===== src/rtl/pfi_pkg.sv =====
`timescale 1ns/1ps
package pfi_pkg;

   // Counter width able to hold the values 0 .. n-1 (at least one bit).
   function automatic int cnt_bits(input int n);
      return (n <= 2) ? 1 : $clog2(n);
   endfunction

   // Policy for a warning that requalifies while a pulse is still running.
   typedef enum logic {
      REARM_ABSORB  = 1'b0,
      REARM_RESTART = 1'b1
   } rearm_e;

endpackage


===== src/rtl/pfi_qualifier.sv =====
`timescale 1ns/1ps
// Counts consecutive enabled cycles of the warning level and flags the
// cycle in which the run reaches its required length (and every later
// cycle of the same run).
module pfi_qualifier #(
   parameter int QUAL_CYC = 1000
) (
   input  logic clk_i,
   input  logic rst_ni,
   input  logic arm_i,
   input  logic level_i,
   output logic hit_o
);
   localparam int QW = pfi_pkg::cnt_bits(QUAL_CYC);
   localparam logic [QW-1:0] RUN_LAST = QW'(QUAL_CYC - 1);

   logic          live;
   logic [QW-1:0] run_q;

   assign live = arm_i & level_i;

   always_ff @(posedge clk_i) begin
      if (!rst_ni) begin
         run_q <= '0;
      end else if (!live) begin
         run_q <= '0;
      end else if (run_q != RUN_LAST) begin
         run_q <= run_q + 1'b1;
      end
   end

   assign hit_o = live & (run_q == RUN_LAST);
endmodule


===== src/rtl/pfi_event_gate.sv =====
`timescale 1ns/1ps
// Passes only the first qualifying cycle of each warning event. The lock
// releases when the warning level drops or the block is disarmed.
module pfi_event_gate (
   input  logic clk_i,
   input  logic rst_ni,
   input  logic arm_i,
   input  logic level_i,
   input  logic hit_i,
   output logic fire_o
);
   logic spent_q;

   always_ff @(posedge clk_i) begin
      if (!rst_ni) begin
         spent_q <= 1'b0;
      end else if (!level_i || !arm_i) begin
         spent_q <= 1'b0;
      end else if (hit_i) begin
         spent_q <= 1'b1;
      end
   end

   assign fire_o = hit_i & ~spent_q;
endmodule


===== src/rtl/pfi_pulse_timer.sv =====
`timescale 1ns/1ps
// Holds busy_o high for PULSE_CYC cycles after a load. The REARM policy
// selects whether a load during an active pulse is dropped or restarts it.
module pfi_pulse_timer #(
   parameter int             PULSE_CYC = 40000,
   parameter pfi_pkg::rearm_e REARM    = pfi_pkg::REARM_ABSORB
) (
   input  logic clk_i,
   input  logic rst_ni,
   input  logic arm_i,
   input  logic fire_i,
   output logic busy_o
);
   localparam int PW = pfi_pkg::cnt_bits(PULSE_CYC);
   localparam logic [PW-1:0] CNT_LAST = PW'(PULSE_CYC - 1);

   logic          busy_q;
   logic          load;
   logic [PW-1:0] cnt_q;

   generate
      if (REARM == pfi_pkg::REARM_RESTART) begin : g_restart
         assign load = fire_i;
      end else begin : g_absorb
         assign load = fire_i & ~busy_q;
      end
   endgenerate

   always_ff @(posedge clk_i) begin
      if (!rst_ni) begin
         busy_q <= 1'b0;
         cnt_q  <= '0;
      end else if (!arm_i) begin
         busy_q <= 1'b0;
         cnt_q  <= '0;
      end else if (load) begin
         busy_q <= 1'b1;
         cnt_q  <= '0;
      end else if (busy_q) begin
         if (cnt_q == CNT_LAST) begin
            busy_q <= 1'b0;
         end else begin
            cnt_q <= cnt_q + 1'b1;
         end
      end
   end

   assign busy_o = busy_q;
endmodule


===== src/rtl/pfail_nmi_pulser.sv =====
`timescale 1ns/1ps
module pfail_nmi_pulser #(
   parameter int              QUAL_CYC  = 1000,
   parameter int              PULSE_CYC = 40000,
   parameter pfi_pkg::rearm_e REARM     = pfi_pkg::REARM_ABSORB
) (
   input  logic clk_i,
   input  logic rst_ni,
   input  logic below_i,
   input  logic supply_ok_i,
   output logic nmi_no
);
   generate
      if (QUAL_CYC < 1) begin : g_bad_qual
         $error("pfail_nmi_pulser: QUAL_CYC must be at least 1");
      end
      if (PULSE_CYC < 1) begin : g_bad_pulse
         $error("pfail_nmi_pulser: PULSE_CYC must be at least 1");
      end
   endgenerate

   logic hit;
   logic fire;
   logic busy;

   pfi_qualifier #(
      .QUAL_CYC (QUAL_CYC)
   ) u_qual (
      .clk_i   (clk_i),
      .rst_ni  (rst_ni),
      .arm_i   (supply_ok_i),
      .level_i (below_i),
      .hit_o   (hit)
   );

   pfi_event_gate u_gate (
      .clk_i   (clk_i),
      .rst_ni  (rst_ni),
      .arm_i   (supply_ok_i),
      .level_i (below_i),
      .hit_i   (hit),
      .fire_o  (fire)
   );

   pfi_pulse_timer #(
      .PULSE_CYC (PULSE_CYC),
      .REARM     (REARM)
   ) u_timer (
      .clk_i   (clk_i),
      .rst_ni  (rst_ni),
      .arm_i   (supply_ok_i),
      .fire_i  (fire),
      .busy_o  (busy)
   );

   // Supply-good gates the output directly so it is inactive in the same cycle.
   assign nmi_no = ~(busy & supply_ok_i);
endmodule


===== config.mk =====
export PLATFORM = sky130hd
export DESIGN_NAME = pfail_nmi_pulser
export DESIGN_NICKNAME = d
export VERILOG_FILES = /design/src/rtl/pfi_pkg.sv /design/src/rtl/pfi_qualifier.sv /design/src/rtl/pfi_event_gate.sv /design/src/rtl/pfi_pulse_timer.sv /design/src/rtl/pfail_nmi_pulser.sv
export SDC_FILE = /design/constraint.sdc
export NUM_CORES = 1
export LEC_CHECK = 0
export BUFFER_PORTS_ARGS = -buffer_cell sky130_fd_sc_hd__buf_2
export CORE_ASPECT_RATIO = 1.75
export CORE_MARGIN = 2
export CORE_UTILIZATION = 54
export DETAILED_ROUTE_END_ITERATION = 16
export PLACE_DENSITY = 0.82
export SLEW_MARGIN = 40
export SYNTH_ARGS = -nofsm -noshare
export SYNTH_HDL_FRONTEND = slang
export SYNTH_HIERARCHICAL = 1
export SYNTH_SLANG_ARGS = --single-unit
export TNS_END_PERCENT = 100

===== constraint.sdc =====
create_clock -name clk_i -period 2.1 [get_ports clk_i]
set_input_delay 0.42 -clock clk_i [delete_from_list [all_inputs] [get_ports clk_i]]
set_output_delay 0.42 -clock clk_i [all_outputs]
set_load 0.03 [all_outputs]

==> summary by stage <==
Pwr
Of the total power, combinational logic draws 0.028. The leakage power total is 0.478 nW. The share of total power dissipated in sequential elements is 0.601. In this run the power density over the cells is 580 nW/um2.

The share of total power dissipated in the clock network is 0.371. The total net switching power is 0.176 mW. Of the total power, the share spent switching nets is 0.199.

Internal power comes to 0.709 mW. The worst-case IR drop observed on VDD is roughly 740 uV.

Drt
The count of nets left with antenna violations after detail routing is 0. The routed wirelength normalized by instance count is 15.6 um. Dividing the detail-routed via count by the number of cells gives 6.34. The DRC violation count after routing is 0. The count of vias placed by the detailed router is around 1200. Summed over all layers, the routed wires come to 3070 um. The number of design-rule violations left by the first detailed-router iteration is 41. The number of optimization iterations in the first detailed-route pass is 4.

Clock tree
The maximum number of buffers from clock root to sink is 2. The hold buffer count at cts is 0. The tree is rooted in a clkbuf_8. CTS built an H-tree with a depth of 1. Counting the buffers created by CTS gives 3. The clock reaches the later pin of the worst-skew pair after 0.27 ns. The number of sinks handled by clock tree synthesis is 28.

Clock-pin slew was measured on the worst setup and hold paths at 0.09 ns. The TritonCTS clock tree is yes.

Global route
The via count of the first global-routing pass is 1228. The combined global-route utilization of all metal layers is 0.220. The global-route wire length before repair is 5110 um. The number of antenna violations at the first check in global routing came to 0. Summed over all layers, the global routing overflow is 0. Entering global routing, the biggest net connects 16 pins.

Finish
The final instance area is 1530 um2. In the final layout, the share of cells above drive strength 1 is 0.181. The area taken by flip-flops and latches is 562 um2. The area growth from synthesis to layout is 11.8%. The antenna diode count is 0. The count of cells in the finished layout, fillers not included, comes to 197. Counting the fill cells in the layout gives 220. The final layout contains roughly 180 nets.

The final standard cell utilization of the core is 0.628. The multi-input logic area is just under 800 um2.

Critical path
At the worst endpoint, the arrival time is 2.27 ns. The largest individual stage delay along the critical path comes from the cell or4_4. The critical path startpoint is u_qual/run_q[1]$_SDFFE_PN0P_.

The worst endpoint required time is 2.32 ns. The category of the worst setup path launch point is a flip-flop. The kind of end point of the critical path is a flip-flop. The dominant delay contributor by cell family on the critical path is simple AND/OR/NAND/NOR gates. The kind of critical path is flip-flop to flip-flop. The highest fanout seen on the critical path is 4.

The startpoint of the worst-slack reg-to-reg timing path is u_qual/run_q[1]$_SDFFE_PN0P_. The critical path goes through ha_2 -> and4bb_2 -> nand3_2 -> nor2_1 -> and2b_2 -> nor2b_1 -> or2_4 -> or4_4 -> nand2_2. The total buffers and inverters traversed by the critical path is 0. The biggest cell delay along the critical path is 0.51 ns.

Yosys
By area the synthesized netlist is led by dfxtp_1 (41%), a21oi_1 (6.2%), nand2_1 (4.7%), o21ai_0 (2.9%), nand4_1 (2.7%). The part of the Yosys area used for sequential elements is 0.411. The prevailing post-synth register cell is dfxtp_1. The area share of the leading cell type in the synthesized netlist is 0.411. Of all cell types, the one taking the most synthesized area is dfxtp_1. Of all flip-flops after synthesis, the portion carrying an async set or reset was 0. The netlist uses 40 different library cells. The Yosys warning count is 6. The synthesized design contains 28 register bits. The post-synthesis area per instance is around 8.5 um2.

The synthesized netlist occupies a cell area of around 1400 um2. Synthesis produced a netlist with a net count of 166. The synthesized instance count is 160. Counting flops with a built-in enable in the synthesized netlist gives 0.

Min path
The worst hold path belongs to the class input pin to flip-flop. The hold path startpoint is below_i.

Timing
In this run the tightest slew margin relative to its limit is 0.696. Setup violations remaining at the end of the flow were counted as 0. After routing, the total negative slack on setup checks comes to 0 ns. Setup slack closes at about 0.056 ns. The final critical-path share of the clock period is 0.973. The count of final max-slew check failures is 0. The maximum achievable frequency is between 0.4 and 0.5 GHz. At the pin with the least slew margin, the transition time is 0.450 ns. The worst clock skew on the final layout is ~0.0026 ns. The clock period minus worst slack is about 2 ns.

The count of final hold-check violations is 0.

Placed design
Summed over all nets, the half-perimeter wirelength after detailed placement is 2320 um. The cell count after placement is ~190. Buffers placed on the I/O ports in this run total 4. The setup slack after placement is 0.0795 ns. At the end of routability-driven placement, the weighted congestion stood at just over 0.9. The instance area at placement is 1460 um2.

Floorplan
The count of boundary I/O pins is 5. The die area is 2960 um2. The die is about 71 um tall.

The core box area is 2430 um2. The x dimension of the die is 42.0 um. The row count is 24. The effective utilization at floorplan is 0.561.

Run status
The run finished with clean final reports.

Run
The total of max-cap violations is 0.
layout by cell type (no fill, tap or decap), types with 2 or more instances in the layout:
master	instances
dfxtp_1	27
a21oi_1	17
nand2_1	16
nor2_1	10
o21ai_0	8
buf_4	7
nand3_1	6
nand4_1	6
or3_1	5
inv_1	5
nor3_1	5
clkbuf_8	4
buf_2	4
xnor2_1	4
o31ai_1	4
or4_1	4
nand3_2	3
nor4_1	3
xor2_1	2
a31o_2	2
or2_4	2
o211ai_1	2
nor3b_1	2
and4b_1	2
mux2i_1	2
per-layer routing:
| layer | vias up | wire length, um | track usage |
|---|---|---|---|
| met4 | 0 | 69 | 0.104 |
| met2 | 23 | 1820 | 0.431 |
| met3 | 7 | 65 | 0.0310 |
| met5 | - | 0 | 0 |
| li1 | 622 | - | - |
| met1 | 597 | 1110 | 0.213 |
synth_stat cells (2+ instances only):
master	number
nor3_1	5
o21ai_0	8
a31o_2	2
nand4_1	6
nor3b_1	2
nor2_1	10
ha_1	2
dfxtp_1	28
clkbuf_1	3
xnor2_1	4
nand3_2	2
and4b_1	2
nand2_1	17
o211ai_1	2
a21oi_1	17
or4_1	5
xor2_1	2
or3_1	5
inv_1	5
nand3_1	7
nor4_1	3
o31ai_1	4
mux2i_1	2
worst register-to-register path, delay by kind of cell, from the launching register on:
kind,cells,cell delay (ns)
adder cells (fa/ha/maj),1,0.18
flip-flops,1,0.34
AND/OR/NAND/NOR,8,1.46
area by class of cell:
cell class                 count  share of cell area
timing repair buffer          11              0.0475
multi-input combinational    123               0.515
clock buffer                   4              0.0361
sequential                    28               0.368
inverter                       5              0.0123
tap                           26              0.0213
kinds of logic after synthesis:
logic type	share of synthesized area
fa+ha+maj	0.0183
flops	0.411
buf+inv	0.0257
mux	0.0147
compound gates	0.164
simple gates	0.328
xor+xnor	0.0385
stage by stage:
step           hold WS [ns]  power [mW]
4_1_cts               0.412       0.888
5_1_grt               0.415       0.913
2_1_floorplan         0.439       0.558
3_5_place_dp          0.475       0.569
6_report              0.412       0.885
3_3_place_gp          0.452       0.567
state kept, by name, summed over array words and instances (netlist names):
name and flops:
u_gate/spent_q 1, u_qual/run_q 10, u_timer/busy_o 1, u_timer/cnt_q 16
power groups by stage:
stage | Sequential [mW] | Clock, mW | Combinational [mW]
2_1_floorplan | 0.545 | 0 | 0.0131
3_3_place_gp | 0.544 | 0 | 0.0229
3_5_place_dp | 0.545 | 0 | 0.0246
4_1_cts | 0.532 | 0.332 | 0.0246
5_1_grt | 0.532 | 0.354 | 0.0273
6_report | 0.532 | 0.328 | 0.0247
path summary, 6_finish.rpt:
path                                     to  slack, ns  depth (start not counted)
max           u_timer/cnt_q[9]$_SDFFE_PP0P_       0.06                          9
min             u_gate/spent_q$_SDFFE_PP0P_       0.41                          2
max reg2reg   u_timer/cnt_q[9]$_SDFFE_PP0P_       0.06                          9
min reg2reg  u_timer/cnt_q[15]$_SDFFE_PP0P_       0.48                          2
timing repair:
action | CTS | global route
setup endpoints to repair | 0 | 1
buffers inserted | 0 | 1
hold endpoints to repair | 0 | 0
gates resized for setup | 0 | 3
Power figures use the tool's default switching activity.
